**src/rtl/sdxl_pkg.sv**
```systemverilog
package sdxl_pkg;
   localparam int MODE_W = 3;
   localparam int CMD_W  = 4;

   localparam logic [MODE_W-1:0] MODE_NORMAL = 3'b000;
   localparam logic [MODE_W-1:0] MODE_NOP    = 3'b001;
   localparam logic [MODE_W-1:0] MODE_PALL   = 3'b010;
   localparam logic [MODE_W-1:0] MODE_MRS    = 3'b011;
   localparam logic [MODE_W-1:0] MODE_CBR    = 3'b100;

   // {CS#, RAS#, CAS#, WE#}
   localparam logic [CMD_W-1:0] CMD_NOP  = 4'b0111;
   localparam logic [CMD_W-1:0] CMD_PALL = 4'b0010;
   localparam logic [CMD_W-1:0] CMD_MRS  = 4'b0000;
   localparam logic [CMD_W-1:0] CMD_CBR  = 4'b0001;

   typedef enum logic [1:0] {
      ST_IDLE  = 2'd0,
      ST_ISSUE = 2'd1,
      ST_ACK   = 2'd2
   } sdxl_state_e;

   function automatic logic mode_is_reserved(input logic [MODE_W-1:0] m);
      return m > MODE_CBR;
   endfunction
endpackage

```
**src/rtl/sdxl_cfg_reg.sv**
```systemverilog
module sdxl_cfg_reg
   import sdxl_pkg::*;
#(
   parameter int REG_W    = 16,
   parameter int MODE_LSB = 6
) (
   input  logic              clk,
   input  logic              rst_n,
   input  logic              wr_en,
   input  logic [REG_W-1:0]  wdata,
   output logic [REG_W-1:0]  rdata,
   output logic [MODE_W-1:0] mode_eff,
   output logic              rsvd_flag
);
   localparam int MODE_MSB = MODE_LSB + MODE_W - 1;

   if (MODE_MSB >= REG_W) begin : g_bad_field
      $error("mode field does not fit the control word");
   end

   logic [MODE_W-1:0] mode_q;
   logic              unused_wbits;

   assign unused_wbits = ^{wdata[REG_W-1:MODE_MSB+1], wdata[MODE_LSB-1:0]};

   always_ff @(posedge clk) begin
      if (!rst_n) begin
         mode_q    <= MODE_NORMAL;
         rsvd_flag <= 1'b0;
      end else if (wr_en) begin
         mode_q <= wdata[MODE_MSB:MODE_LSB];
         if (mode_is_reserved(wdata[MODE_MSB:MODE_LSB]))
            rsvd_flag <= 1'b1;
      end
   end

   always_comb begin
      rdata                   = '0;
      rdata[MODE_MSB:MODE_LSB] = mode_q;
   end

   assign mode_eff = mode_is_reserved(mode_q) ? MODE_NORMAL : mode_q;

   assert_rsvd_sticky_R10: assert property (@(posedge clk) disable iff (!rst_n)
      rsvd_flag |=> rsvd_flag);
   assert_rsvd_acts_normal_R10: assert property (@(posedge clk) disable iff (!rst_n)
      mode_is_reserved(rdata[MODE_MSB:MODE_LSB]) |-> mode_eff == MODE_NORMAL);
endmodule

```
**src/rtl/sdxl_cmd_encode.sv**
```systemverilog
module sdxl_cmd_encode
   import sdxl_pkg::*;
#(
   parameter int          MA_W        = 12,
   parameter int          AP_BIT      = 10,
   parameter logic [2:0]  BURST_CODE  = 3'b010,
   parameter logic        WRAP_ILV    = 1'b1,
   parameter logic [1:0]  OPMODE_CODE = 2'b01
) (
   input  logic [MODE_W-1:0] mode,
   input  logic              nop_done,
   input  logic              cas_bit,
   output logic [CMD_W-1:0]  code,
   output logic [MA_W-1:0]   ma,
   output logic              force_nop
);
   localparam int MRS_USED = 7;

   if (MA_W <= AP_BIT || MA_W < MRS_USED) begin : g_bad_width
      $error("address width too small for command encoding");
   end

   logic [MA_W-1:0] mrs_word;
   logic [MA_W-1:0] pall_word;

   always_comb begin
      mrs_word      = '0;
      mrs_word[2:0] = BURST_CODE;
      mrs_word[3]   = WRAP_ILV;
      mrs_word[4]   = cas_bit;
      mrs_word[6:5] = OPMODE_CODE;
   end

   always_comb begin
      pall_word         = '0;
      pall_word[AP_BIT] = 1'b1;
   end

   always_comb begin
      force_nop = 1'b0;
      code      = CMD_NOP;
      ma        = '0;
      unique case (mode)
         MODE_PALL: begin code = CMD_PALL; ma = pall_word; end
         MODE_MRS:  begin code = CMD_MRS;  ma = mrs_word;  end
         MODE_CBR:  begin code = CMD_CBR;  ma = '0;        end
         default:   begin code = CMD_NOP;  ma = '0;        end
      endcase
      if (!nop_done && mode != MODE_NOP && mode != MODE_NORMAL) begin
         force_nop = 1'b1;
         code      = CMD_NOP;
         ma        = '0;
      end
   end
endmodule

```
**src/rtl/sdxl_issue_fsm.sv**
```systemverilog
module sdxl_issue_fsm
   import sdxl_pkg::*;
#(
   parameter int MA_W     = 12,
   parameter bit PASS_REG = 1'b0
) (
   input  logic              clk,
   input  logic              rst_n,
   input  logic              host_req,
   input  logic [MODE_W-1:0] mode,
   input  logic [CMD_W-1:0]  enc_code,
   input  logic [MA_W-1:0]   enc_ma,
   input  logic              enc_force_nop,
   output logic              nop_done,
   output logic              host_ack,
   output logic              pass_req,
   output logic              cmd_valid,
   output logic [CMD_W-1:0]  cmd_code,
   output logic [MA_W-1:0]   cmd_ma,
   output logic              seq_err
);
   sdxl_state_e      state_q;
   logic [CMD_W-1:0] code_q;
   logic [MA_W-1:0]  ma_q;
   logic             accept;
   logic             pass_raw;

   assign accept   = (state_q == ST_IDLE) && host_req && (mode != MODE_NORMAL);
   assign pass_raw = (state_q == ST_IDLE) && host_req && (mode == MODE_NORMAL);

   always_ff @(posedge clk) begin
      if (!rst_n) begin
         state_q  <= ST_IDLE;
         code_q   <= CMD_NOP;
         ma_q     <= '0;
         nop_done <= 1'b0;
         seq_err  <= 1'b0;
      end else begin
         unique case (state_q)
            ST_IDLE: if (accept) begin
               state_q <= ST_ISSUE;
               code_q  <= enc_code;
               ma_q    <= enc_ma;
               if (enc_code == CMD_NOP) nop_done <= 1'b1;
               if (enc_force_nop)       seq_err  <= 1'b1;
            end
            ST_ISSUE: state_q <= ST_ACK;
            default:  state_q <= ST_IDLE;
         endcase
      end
   end

   assign cmd_valid = (state_q == ST_ISSUE);
   assign host_ack  = (state_q == ST_ACK);
   assign cmd_code  = cmd_valid ? code_q : CMD_NOP;
   assign cmd_ma    = cmd_valid ? ma_q : '0;

   if (PASS_REG) begin : g_pass_reg
      logic pass_q;
      always_ff @(posedge clk) begin
         if (!rst_n) pass_q <= 1'b0;
         else        pass_q <= pass_raw;
      end
      assign pass_req = pass_q;
   end else begin : g_pass_comb
      assign pass_req = pass_raw;
   end

   assert_strobe_then_ack_R8: assert property (@(posedge clk) disable iff (!rst_n)
      cmd_valid |=> host_ack && !cmd_valid);
   assert_ack_needs_strobe_R8: assert property (@(posedge clk) disable iff (!rst_n)
      host_ack |-> $past(cmd_valid));
   assert_nop_first_R9: assert property (@(posedge clk) disable iff (!rst_n)
      (cmd_valid && cmd_code != CMD_NOP) |-> nop_done);
   assert_seq_err_sticky_R9: assert property (@(posedge clk) disable iff (!rst_n)
      seq_err |=> seq_err);
   assert_pass_excludes_cmd_R3: assert property (@(posedge clk) disable iff (!rst_n)
      pass_raw |-> !cmd_valid && !host_ack);
endmodule

```
**src/rtl/sdram_initcmd_xlate.sv**
```systemverilog
module sdram_initcmd_xlate
   import sdxl_pkg::*;
#(
   parameter int REG_W    = 16,
   parameter int MODE_LSB = 6,
   parameter int MA_W     = 12,
   parameter int AP_BIT   = 10,
   parameter bit PASS_REG = 1'b0
) (
   input  logic             clk,
   input  logic             rst_n,
   input  logic             cfg_wr_en,
   input  logic [REG_W-1:0] cfg_wdata,
   output logic [REG_W-1:0] cfg_rdata,
   input  logic             cas_lat_sel,
   input  logic             host_req,
   output logic             host_ack,
   output logic             pass_req,
   output logic             cmd_valid,
   output logic [CMD_W-1:0] cmd_code,
   output logic [MA_W-1:0]  cmd_ma,
   output logic             seq_err,
   output logic             rsvd_mode_err
);
   logic [MODE_W-1:0] mode_eff;
   logic [CMD_W-1:0]  enc_code;
   logic [MA_W-1:0]   enc_ma;
   logic              enc_force_nop;
   logic              nop_done;

   sdxl_cfg_reg #(.REG_W(REG_W), .MODE_LSB(MODE_LSB)) u_cfg (
      .clk       (clk),
      .rst_n     (rst_n),
      .wr_en     (cfg_wr_en),
      .wdata     (cfg_wdata),
      .rdata     (cfg_rdata),
      .mode_eff  (mode_eff),
      .rsvd_flag (rsvd_mode_err)
   );

   sdxl_cmd_encode #(.MA_W(MA_W), .AP_BIT(AP_BIT)) u_enc (
      .mode      (mode_eff),
      .nop_done  (nop_done),
      .cas_bit   (cas_lat_sel),
      .code      (enc_code),
      .ma        (enc_ma),
      .force_nop (enc_force_nop)
   );

   sdxl_issue_fsm #(.MA_W(MA_W), .PASS_REG(PASS_REG)) u_fsm (
      .clk           (clk),
      .rst_n         (rst_n),
      .host_req      (host_req),
      .mode          (mode_eff),
      .enc_code      (enc_code),
      .enc_ma        (enc_ma),
      .enc_force_nop (enc_force_nop),
      .nop_done      (nop_done),
      .host_ack      (host_ack),
      .pass_req      (pass_req),
      .cmd_valid     (cmd_valid),
      .cmd_code      (cmd_code),
      .cmd_ma        (cmd_ma),
      .seq_err       (seq_err)
   );

   assert_mrs_word_R6: assert property (@(posedge clk) disable iff (!rst_n)
      (cmd_valid && cmd_code == CMD_MRS) |->
         (cmd_ma[2:0] == 3'b010 && cmd_ma[3] && cmd_ma[6:5] == 2'b01
          && cmd_ma[MA_W-1:7] == '0));
   assert_pall_ap_R5: assert property (@(posedge clk) disable iff (!rst_n)
      (cmd_valid && cmd_code == CMD_PALL) |-> cmd_ma[AP_BIT]);
endmodule

```
**config.mk**
```make
export PLATFORM = sky130hd
export DESIGN_NAME = sdram_initcmd_xlate
export DESIGN_NICKNAME = d
export VERILOG_FILES = /design/src/rtl/sdxl_pkg.sv /design/src/rtl/sdxl_cfg_reg.sv /design/src/rtl/sdxl_cmd_encode.sv /design/src/rtl/sdxl_issue_fsm.sv /design/src/rtl/sdram_initcmd_xlate.sv
export SDC_FILE = /design/constraint.sdc
export NUM_CORES = 1
export LEC_CHECK = 0
export BUFFER_PORTS_ARGS = -buffer_cell sky130_fd_sc_hd__buf_2
export CAP_MARGIN = 10
export CORE_MARGIN = 2
export CORE_UTILIZATION = 40
export CTS_CLUSTER_DIAMETER = 60
export DETAILED_ROUTE_END_ITERATION = 8
export PLACE_DENSITY_LB_ADDON = 0.08
export SLEW_MARGIN = 5
export SYNTH_ARGS = -nofsm -noshare
export SYNTH_HDL_FRONTEND = slang
export SYNTH_SLANG_ARGS = --single-unit
export TNS_END_PERCENT = 50
```
**constraint.sdc**
```tcl
create_clock -name clk -period 2.82 [get_ports clk]
set_input_delay 0.564 -clock clk [delete_from_list [all_inputs] [get_ports clk]]
set_output_delay 0.564 -clock clk [all_outputs]
set_load 0.03 [all_outputs]
```
==> flow_summary_export.csv, run 1 <==
group,metric,value,unit
global_route,grt_usage,0.124,
cts,clock-root-buffer,"clkbuf_4",
setup_path,cp.arrival,1.52,ns
yosys,ys.flop_type,"dfxtp_1",
drt,detailedRoute.firstIterationViolations,16,
timing,drv_slew,0,
global_route,grt_pass1_vias,422,
yosys,syn_inst,85,
floorplan,die-area,0.00227,sq mm
pwr,vdd_drop_max,288,uV
timing,fin_crit_sh,0.738,
job,cap_violations,0,
drt,wirelength,1240,um
yosys,synth_top_cells_by_count,"buf_4 (23), dfxtp_1 (14), nor2_1 (6)",
drt,vias,581,
global_route,grt-ovfl-total,0,
timing,rsz0062_at_grt,"false",
place,place_ws,0.786,ns
setup_path,path_delay_family,"simple AND/OR/NAND/NOR gates",
yosys,synthArstFlopShare,0,
drt,drt.antenna.violating_nets,0,
cts,clkSlewWorstSetupHoldPaths,0.08,ns
global_route,grt_max_degree,10,
floorplan,design.core.area,0.00176,sq mm
final_layout,drive_above_1_share,0.278,
global_route,grt_first_pass_wirelength,1860,um
yosys,synth_warnings,0,
cts,htree_levels,1,
yosys,avgSynthCellArea,8.98,sq um
cts,cts-resized-gates,0,
drt,drc,0,
setup_path,cp.required,2.26,ns
timing,min_period,2.08,ns
drt,drt-wirelength-per-cell,9.31,um
pwr,p_per_area,508,mW/mm^2
final_layout,design_area,835,sq um
cts,tritoncts,"built",
place,port_buffers,23,
cts,worstSkewPairLatency,0.28,ns
cts,cts_made_buffers,3,
yosys,synth_top_area_share,0.367,
yosys,synth-seq-cells,14,
timing,final-setup-viol-count,0,
place,place_hpwl,982,um
global_route,antenna_found_initial,0,
yosys,ys_types,27,
floorplan,fp.dieH,47.7,um
cts,cts_setup_buffers,0,
timing,fmax,0.481,GHz
setup_path,cp-start-kind,"flip-flop",
cts,postCtsHoldBufs,0,
floorplan,start_util,0.433,
setup_path,path_cells,"or3_4, a21boi_0, buf_2",
setup_path,slowest_delay,0.43,ns
floorplan,rows,15,
yosys,syn-cell-area,763,sq um
setup_path,crit_path_end_kind,"output pin",
setup_path,critPathBufInv,1,
place,dp_cells,130,
cts,ctsLongestPathBuffers,2,
floorplan,die_x,47.7,um
final_layout,syn2layout_area_growth,9.34,%
yosys,synth-seq-area-share,0.367,
yosys,synth_edf_count,0,
setup_path,critical_path_class,"reg -> out",
final_layout,final_cells,133,
setup_path,critPathMaxFanout,7,
yosys,synthTopCellsByArea,"dfxtp_1 (37%), buf_4 (23%), and2_1 (3.3%)",
drt,vias_per_cell,4.37,
hold_path,hp-class,"reg -> reg",
yosys,yosysTopAreaCell,"dfxtp_1",
final_layout,nFillCells,184,
timing,finalHoldViolCount,0,
timing,layout_setup_ws,0.739,ns
cts,clkSinkCount,14,
drt,drt-pass1-iter-count,4,
timing,fin_tns_setup,0,ns
setup_path,slowest_stage,"or3_4",
floorplan,ios,58,
place,post_dp_cell_area,812,sq um
status,status,"completed",
final_layout,antenna-diode-count,0,
yosys,synth_most_common_cell,"buf_4",
timing,fin_skew,0.00325,ns
pwr,p_leak,0.415,nW
final_layout,fin_nets,131,
place,routabilityCongestion,0.689,
## final timing paths
path                                     start  slack [ns]                      endpoint  depth (start not counted)
hold / removal      u_fsm.seq_err$_SDFFE_PN0P_        0.46    u_fsm.seq_err$_SDFFE_PN0P_                          2
setup / recovery  u_cfg.mode_q[1]$_SDFFE_PN0P_        0.74                      pass_req                          3
setup reg to reg  u_cfg.mode_q[1]$_SDFFE_PN0P_        1.48  u_fsm.code_q[1]$_SDFFE_PN1P_                          3
hold reg to reg     u_fsm.seq_err$_SDFFE_PN0P_        0.46    u_fsm.seq_err$_SDFFE_PN0P_                          2
## cell usage in the layout, fill, tap and decap left out, drive strengths merged, types with 3 or more instances in the layout
| cell type | Yosys | layout |
|---|---|---|
| buf | 23 | 23 |
| conb | 1 | 21 |
| dfxtp | 14 | 14 |
| nor2 | 6 | 6 |
| inv | 4 | 4 |
| and2 | 4 | 4 |
| a21oi | 4 | 4 |
| nor2b | 3 | 3 |
| nand2 | 3 | 3 |
| clkbuf | 0 | 3 |
## worst reg2reg max path: cells and delay by family, from the launching register on
family           cells  cell delay, ns
flip-flops           1            0.38
AND/OR/NAND/NOR      1            0.43
AO/OA/AOI/OAI        2            0.43
## registers in the layout (all words and copies together), names as in the netlist
register         count
u_cfg.mode_q         3
u_fsm.seq_err        1
u_fsm.code_q         3
u_fsm.nop_done       1
u_fsm.ma_q           3
u_fsm.state_q        2
u_cfg.rsvd_flag      1
## cells by family after synthesis
kind of cell / synth area share
flip-flops: 0.367
multiplexers: 0.0262
AO/OA/AOI/OAI: 0.166
other: 0.00491
AND/OR/NAND/NOR: 0.190
buffers and inverters: 0.246
## routing by layer
metal	GRT usage	part of all wire	wire length [um]
met1	0.162	0.47	583
met2	0.171	0.40	497
met3	0.0340	0.10	129
met4	0.0973	0.021	26
met5	0	0	0
## power breakdown
part / switching, mW / internal (mW) / leakage (nW)
Combinational: 0.0754 / 0.0231 / 0.287
Clock: 0.0609 / 0.0496 / 0.0138
Sequential: 0.00885 / 0.206 / 0.114
## metrics by stage
step / util / hold slack, ns / power (mW)
after CTS: 0.473 / 0.457 / 0.425
after floorplan: - / 0.431 / 0.320
after detailed placement: 0.460 / 0.434 / 0.318
final: 0.473 / 0.456 / 0.424
after global placement: 0.460 / 0.435 / 0.317
after global routing: 0.473 / 0.488 / 0.446
## cell type report
cell class / count / area [sq um] / area share
clock buffers: 3 / 22.5 / 0.0270
inverters: 4 / 15.0 / 0.0180
multi-input cells: 64 / 370 / 0.444
flip-flops and latches: 14 / 280 / 0.336
well taps: 25 / 31.3 / 0.0375
repair buffers: 23 / 115 / 0.138
(Power assumes the default switching activity.)
==> run 2, diff against run 1 <==
CORE_UTILIZATION = 38   (was 40)
clock period = 2 ns   (was 2.82 ns; I/O delays follow)
==> flow_summary_export.csv, run 2 (same netlist as run 1, synthesis figures left out) <==
group,metric,value,unit
setup_path,startpoint,"u_cfg.mode_q[1]$_SDFFE_PN0P_",
setup_path,cp.arrival,1.47,ns
global_route,grt-ovfl-total,0,
cts,cts-resized-gates,0,
timing,fin_skew,0.00135,ns
floorplan,ios,58,
cts,cts_made_buffers,3,
pwr,seqPwrFrac,0.496,
final_layout,final_cells,136,
drt,detailedRoute.firstIterationViolations,4,
setup_path,r2r-end,"u_fsm.code_q[1]$_SDFFE_PN1P_",
drt,vias,571,
timing,whs,0.363,ns
pwr,p_switching,0.209,mW
cts,clkSlewWorstSetupHoldPaths,0.08,ns
floorplan,die-area,0.00238,sq mm
cts,htree_levels,1,
final_layout,syn2layout_area_growth,11.3,%
status,status,"completed",
place,place_hpwl,1030,um
drt,drt.antenna.violating_nets,0,
global_route,grt_max_degree,9,
setup_path,cp-endpoint,"pass_req",
floorplan,die_x,48.8,um
timing,min_period,1.87,ns
floorplan,design.core.area,0.00192,sq mm
floorplan,fp.dieH,48.8,um
global_route,grt_usage,0.120,
setup_path,critical_path_class,"reg -> out",
timing,drv_slew,0,
final_layout,layout_common_cells,"buf_2 (22), conb_1 (21), dfxtp_1 (14)",
floorplan,rows,16,
floorplan,start_util,0.397,
cts,worstSkewPairLatency,0.28,ns
hold_path,hp-class,"in -> reg",
timing,rsz0062_at_grt,"false",
timing,fin_crit_sh,0.937,
setup_path,rrSetupSlack,0.66,ns
cts,clock-root-buffer,"clkbuf_4",
setup_path,r2r_cells,3,
cts,ctsLongestPathBuffers,2,
final_layout,multi_input_area,373,sq um
timing,finalHoldViolCount,0,
cts,postCtsHoldBufs,0,
setup_path,critPathMaxFanout,7,
global_route,grt_pass1_vias,487,
final_layout,fin_nets,132,
drt,drt-pass1-iter-count,2,
cts,cts_setup_buffers,0,
final_layout,reg_top3,"u_cfg.mode_q (3), u_fsm.code_q (3), u_fsm.ma_q (3)",
pwr,p_per_area,712,mW/mm^2
place,port_buffers,23,
timing,final-setup-viol-count,0,
drt,wirelength,1280,um
pwr,power_frac_comb,0.240,
setup_path,crit_path_end_kind,"output pin",
setup_path,cp.required,1.60,ns
drt,drc,0,
final_layout,seq_area,280,sq um
place,routabilityCongestion,0.643,
pwr,clockPowerShare,0.264,
cts,clkSinkCount,14,
final_layout,antenna-diode-count,0,
drt,drt-wirelength-per-cell,9.44,um
timing,fmax,0.534,GHz
global_route,grt_first_pass_wirelength,2170,um
pwr,vdd_drop_max,372,uV
pwr,p_leak,0.421,nW
setup_path,cp-start-kind,"flip-flop",
final_layout,final_common_cell,"buf_2",
setup_path,timing.rr.start,"u_cfg.mode_q[1]$_SDFFE_PN0P_",
place,dp_cells,133,
cts,tritoncts,"built",
pwr,p_sw_frac,0.345,
final_layout,nFillCells,214,
job,cap_violations,0,
final_layout,drive_above_1_share,0.294,
pwr,intPower,0.396,mW
global_route,antenna_found_initial,0,
drt,vias_per_cell,4.20,
run 2: stage by stage:
stage	power (mW)	setup WS, ns	instance area (sq um)	utilization	TNS (ns)
2_1_floorplan	0.451	-0.0274	841	-	-0.0274
3_3_place_gp	0.449	0.308	825	0.429	0
3_5_place_dp	0.450	0.285	825	0.429	0
4_1_cts	0.613	0.0413	847	0.441	0
5_1_grt	0.641	0.0601	850	0.442	0
6_report	0.605	0.127	850	0.442	0
run 2: power groups by stage:
stage,Combinational [mW],Clock (mW),Sequential (mW)
after floorplan,0.131,0,0.321
after global placement,0.143,0,0.306
after detailed placement,0.143,0,0.307
after CTS,0.143,0.169,0.300
after global routing,0.157,0.182,0.302
final,0.145,0.159,0.300
run 2: worst min path at each step:
stage,from,endpoint,slack (ns),cells after the start
global route,cas_lat_sel,u_fsm.ma_q[4]$_SDFFE_PN0P_,0.35,2
global placement,u_fsm.seq_err$_SDFFE_PN0P_,u_fsm.seq_err$_SDFFE_PN0P_,0.44,2
CTS,cas_lat_sel,u_fsm.ma_q[4]$_SDFFE_PN0P_,0.36,2
finish,cas_lat_sel,u_fsm.ma_q[4]$_SDFFE_PN0P_,0.36,2
detailed placement,u_fsm.seq_err$_SDFFE_PN0P_,u_fsm.seq_err$_SDFFE_PN0P_,0.45,2
floorplan,u_fsm.code_q[0]$_SDFFE_PN1P_,u_fsm.code_q[0]$_SDFFE_PN1P_,0.43,2
run 2: routing by layer:
layer,part of all wire,vias up,GRT usage
met3,0.070,3,0.0215
met1,0.46,246,0.146
li1,-,293,-
met4,0.023,0,0.0857
met2,0.45,29,0.192
met5,0,-,0
run 2: worst max-delay path: stages (launching register included):
cell	delay, ns
dfxtp_1	0.38
or3_4	0.43
a21boi_1	0.20
buf_4	0.19
run 2: area by class of cell:
cell class                      instances  area share
Timing Repair Buffer                   24       0.147
Sequential cell                        14       0.330
Multi-Input combinational cell         64       0.439
Tap cell                               27      0.0398
Inverter                                4      0.0177
Clock buffer                            3      0.0265
==> run 3, diff against run 2 <==
CORE_UTILIZATION = 40   (was 38)
PLACE_DENSITY = 0.71   (was unset)
PLACE_DENSITY_LB_ADDON = unset   (was 0.08)
SYNTH_HIERARCHICAL = 1   (was unset)
==> flow_summary_export.csv, run 3 <==
group,metric,value,unit
hold_path,min_path_cells,3,
floorplan,start_util,0.411,
setup_path,cp.depth,4,
floorplan,fp.dieH,62.1,um
final_layout,nFillCells,350,
floorplan,die-area,0.00386,sq mm
cts,ctsLongestPathBuffers,2,
timing,min_period,1.88,ns
drt,vias_per_cell,4.13,
setup_path,path_delay_family,"simple AND/OR/NAND/NOR gates",
pwr,p_leak,0.726,nW
yosys,syn-cell-area,0.00135,sq mm
global_route,antenna_found_initial,0,
setup_path,cp.arrival,1.48,ns
cts,htree_levels,1,
timing,rsz0062_at_grt,"false",
cts,worstSkewPairLatency,0.31,ns
timing,whs,0.356,ns
pwr,p_sw_frac,0.271,
drt,drc,0,
cts,clkSlewWorstSetupHoldPaths,0.13,ns
yosys,syn_inst,155,
setup_path,crit_path_end_kind,"output pin",
drt,vias,945,
setup_path,slowest_delay,0.40,ns
final_layout,fin_util,0.457,
place,port_buffers,31,
setup_path,critical_path_class,"reg -> out",
pwr,intPower,0.767,mW
final_layout,layout_common_cells,"buf_2 (31), nand2_1 (29), dfxtp_1 (23)",
status,status,"completed",
yosys,synth-seq-cells,24,
floorplan,ios,58,
cts,cts_made_buffers,3,
setup_path,cp-start-kind,"flip-flop",
final_layout,largest_reg_flops,12,
cts,postCtsHoldBufs,0,
timing,fin_skew,0.00417,ns
yosys,synth_most_common_cell,"nand2_1",
drt,detailedRoute.firstIterationViolations,21,
yosys,ys.flop_type,"dfxtp_1",
setup_path,path_cells,"nor2b_1, nor3_4, nor2b_2, buf_2",
final_layout,reg_top3,"u_fsm/ma_q (12), u_fsm/code_q (4), u_cfg/mode_q (3)",
setup_path,critPathMaxFanout,5,
yosys,synth_warnings,6,
yosys,synth_top_cells_by_count,"nand2_1 (29), dfxtp_1 (24), buf_4 (23)",
drt,wirelength,2040,um
yosys,synthArstFlopShare,0,
yosys,synth-seq-area-share,0.356,
setup_path,r2r_cells,6,
timing,fmax,0.531,GHz
hold_path,hp-class,"in -> reg",
floorplan,rows,21,
yosys,synth_edf_count,0,
place,routabilityCongestion,0.728,
final_layout,final_common_cell,"buf_2",
pwr,seqPwrFrac,0.489,
cts,clkSinkCount,24,
setup_path,slowest_stage,"nor2b_1",
yosys,avgSynthCellArea,8.71,sq um
yosys,synthTopCellsByArea,"dfxtp_1 (36%), buf_4 (13%), mux2i_1 (12%)",
timing,layout_setup_ws,0.115,ns
pwr,clockPowerShare,0.330,
yosys,yosysTopAreaCell,"dfxtp_1",
timing,tightest_slew,0.573,ns
pwr,finalPower,1.05,mW
global_route,grt_usage,0.113,
cts,clock-root-buffer,"clkbuf_4",
cts,tritoncts,"built",
final_layout,largest-register,"u_fsm/ma_q",
drt,drt.antenna.violating_nets,0,
timing,finalHoldViolCount,0,
place,place_hpwl,1450,um
yosys,synth_top_area_share,0.356,
timing,final-setup-viol-count,0,
timing,max_slew_margin,0.618,
pwr,p_per_area,701,mW/mm^2
floorplan,design.core.area,0.00328,sq mm
drt,drt-wirelength-per-cell,8.92,um
pwr,power_frac_comb,0.181,
final_layout,syn2layout_area_growth,11.1,%
timing,fin_crit_sh,0.942,
global_route,grt_pass1_vias,736,
yosys,ys_types,29,
setup_path,cp.required,1.60,ns
final_layout,drive_above_1_share,0.246,
global_route,grt_max_degree,39,
timing,fin_tns_setup,0,ns
drt,drt-pass1-iter-count,3,
final_layout,antenna-diode-count,0,
global_route,grt_first_pass_wirelength,3250,um
final_layout,fin_nets,205,
global_route,grt-ovfl-total,0,
floorplan,die_x,62.1,um
job,cap_violations,0,
setup_path,critPathBufInv,1,
place,place_ws,0.190,ns
pwr,vdd_drop_max,264,uV
timing,drv_slew,0,
pwr,p_switching,0.285,mW
==> run 3: layout make-up <==
cell class / instances / area (sq um) / area share
clock buffer: 3 / 22.5 / 0.0150
clock inverter: 1 / 30.0 / 0.0200
inverter: 3 / 11.3 / 0.00751
multi-input combinational: 117 / 712 / 0.475
sequential: 24 / 482 / 0.321
tap: 46 / 57.6 / 0.0384
timing repair buffer: 35 / 185 / 0.123
==> run 3: final timing paths <==
| path | start | endpoint | slack [ns] |
|---|---|---|---|
| worst min register to register | u_fsm/seq_err$_SDFFE_PN0P_ | u_fsm/seq_err$_SDFFE_PN0P_ | 0.46 |
| worst max-delay path | u_cfg/mode_q[0]$_SDFFE_PN0P_ | pass_req | 0.12 |
| worst max register to register | u_cfg/mode_q[2]$_SDFFE_PN0P_ | u_fsm/code_q[1]$_SDFFE_PN1P_ | 0.33 |
| worst min-delay path | cfg_wdata[7] | u_cfg/mode_q[1]$_SDFFE_PN0P_ | 0.36 |
==> run 3: tightest hold or removal path: stages <==
cell and delay, ns:
buf_2 0.09, mux2i_1 0.06, nor2b_1 0.09
==> run 3: routing by layer <==
metal	routed length, um	part of all wire	vias up	global-route usage
met1	1030	0.50	407	0.147
met2	914	0.45	20	0.186
met5	0	0	-	0
met3	90	0.044	2	0.0248
met4	12	0.0059	0	0.0365
li1	-	-	516	-
==> run 3: what timing repair did <==
| action | in CTS | in global routing |
|---|---|---|
| gates resized for setup | 0 | 2 |
| buffers inserted | 1 | 0 |
| cloned | 0 | 0 |
| endpoints found under the setup margin | 1 | 1 |
| pin swaps | 1 | 0 |
==> run 3: cell families (layout without fill, tap and decap cells) <==
logic type,after synthesis,count (layout),synth area share
AO/OA/AOI/OAI,12,12,0.0658
buffers and inverters,33,42,0.173
flip-flops,24,24,0.356
multiplexers,16,16,0.119
other,2,21,0.00556
AND/OR/NAND/NOR,68,68,0.281
==> run 3: stage by stage <==
step	cell area, sq um	instances
after floorplan	1420	174
after global placement	1440	224
after detailed placement	1440	224
after CTS	1500	229
after global routing	1500	229
final	1500	229
==> run 3: power by group through the flow <==
| stage | registers, mW | clock network, mW | logic (mW) |
|---|---|---|---|
| after detailed placement | 0.525 | 0 | 0.187 |
| after CTS | 0.515 | 0.360 | 0.192 |
| after global routing | 0.519 | 0.376 | 0.209 |
| final | 0.514 | 0.347 | 0.190 |
| after floorplan | 0.533 | 0 | 0.179 |
| after global placement | 0.524 | 0 | 0.186 |
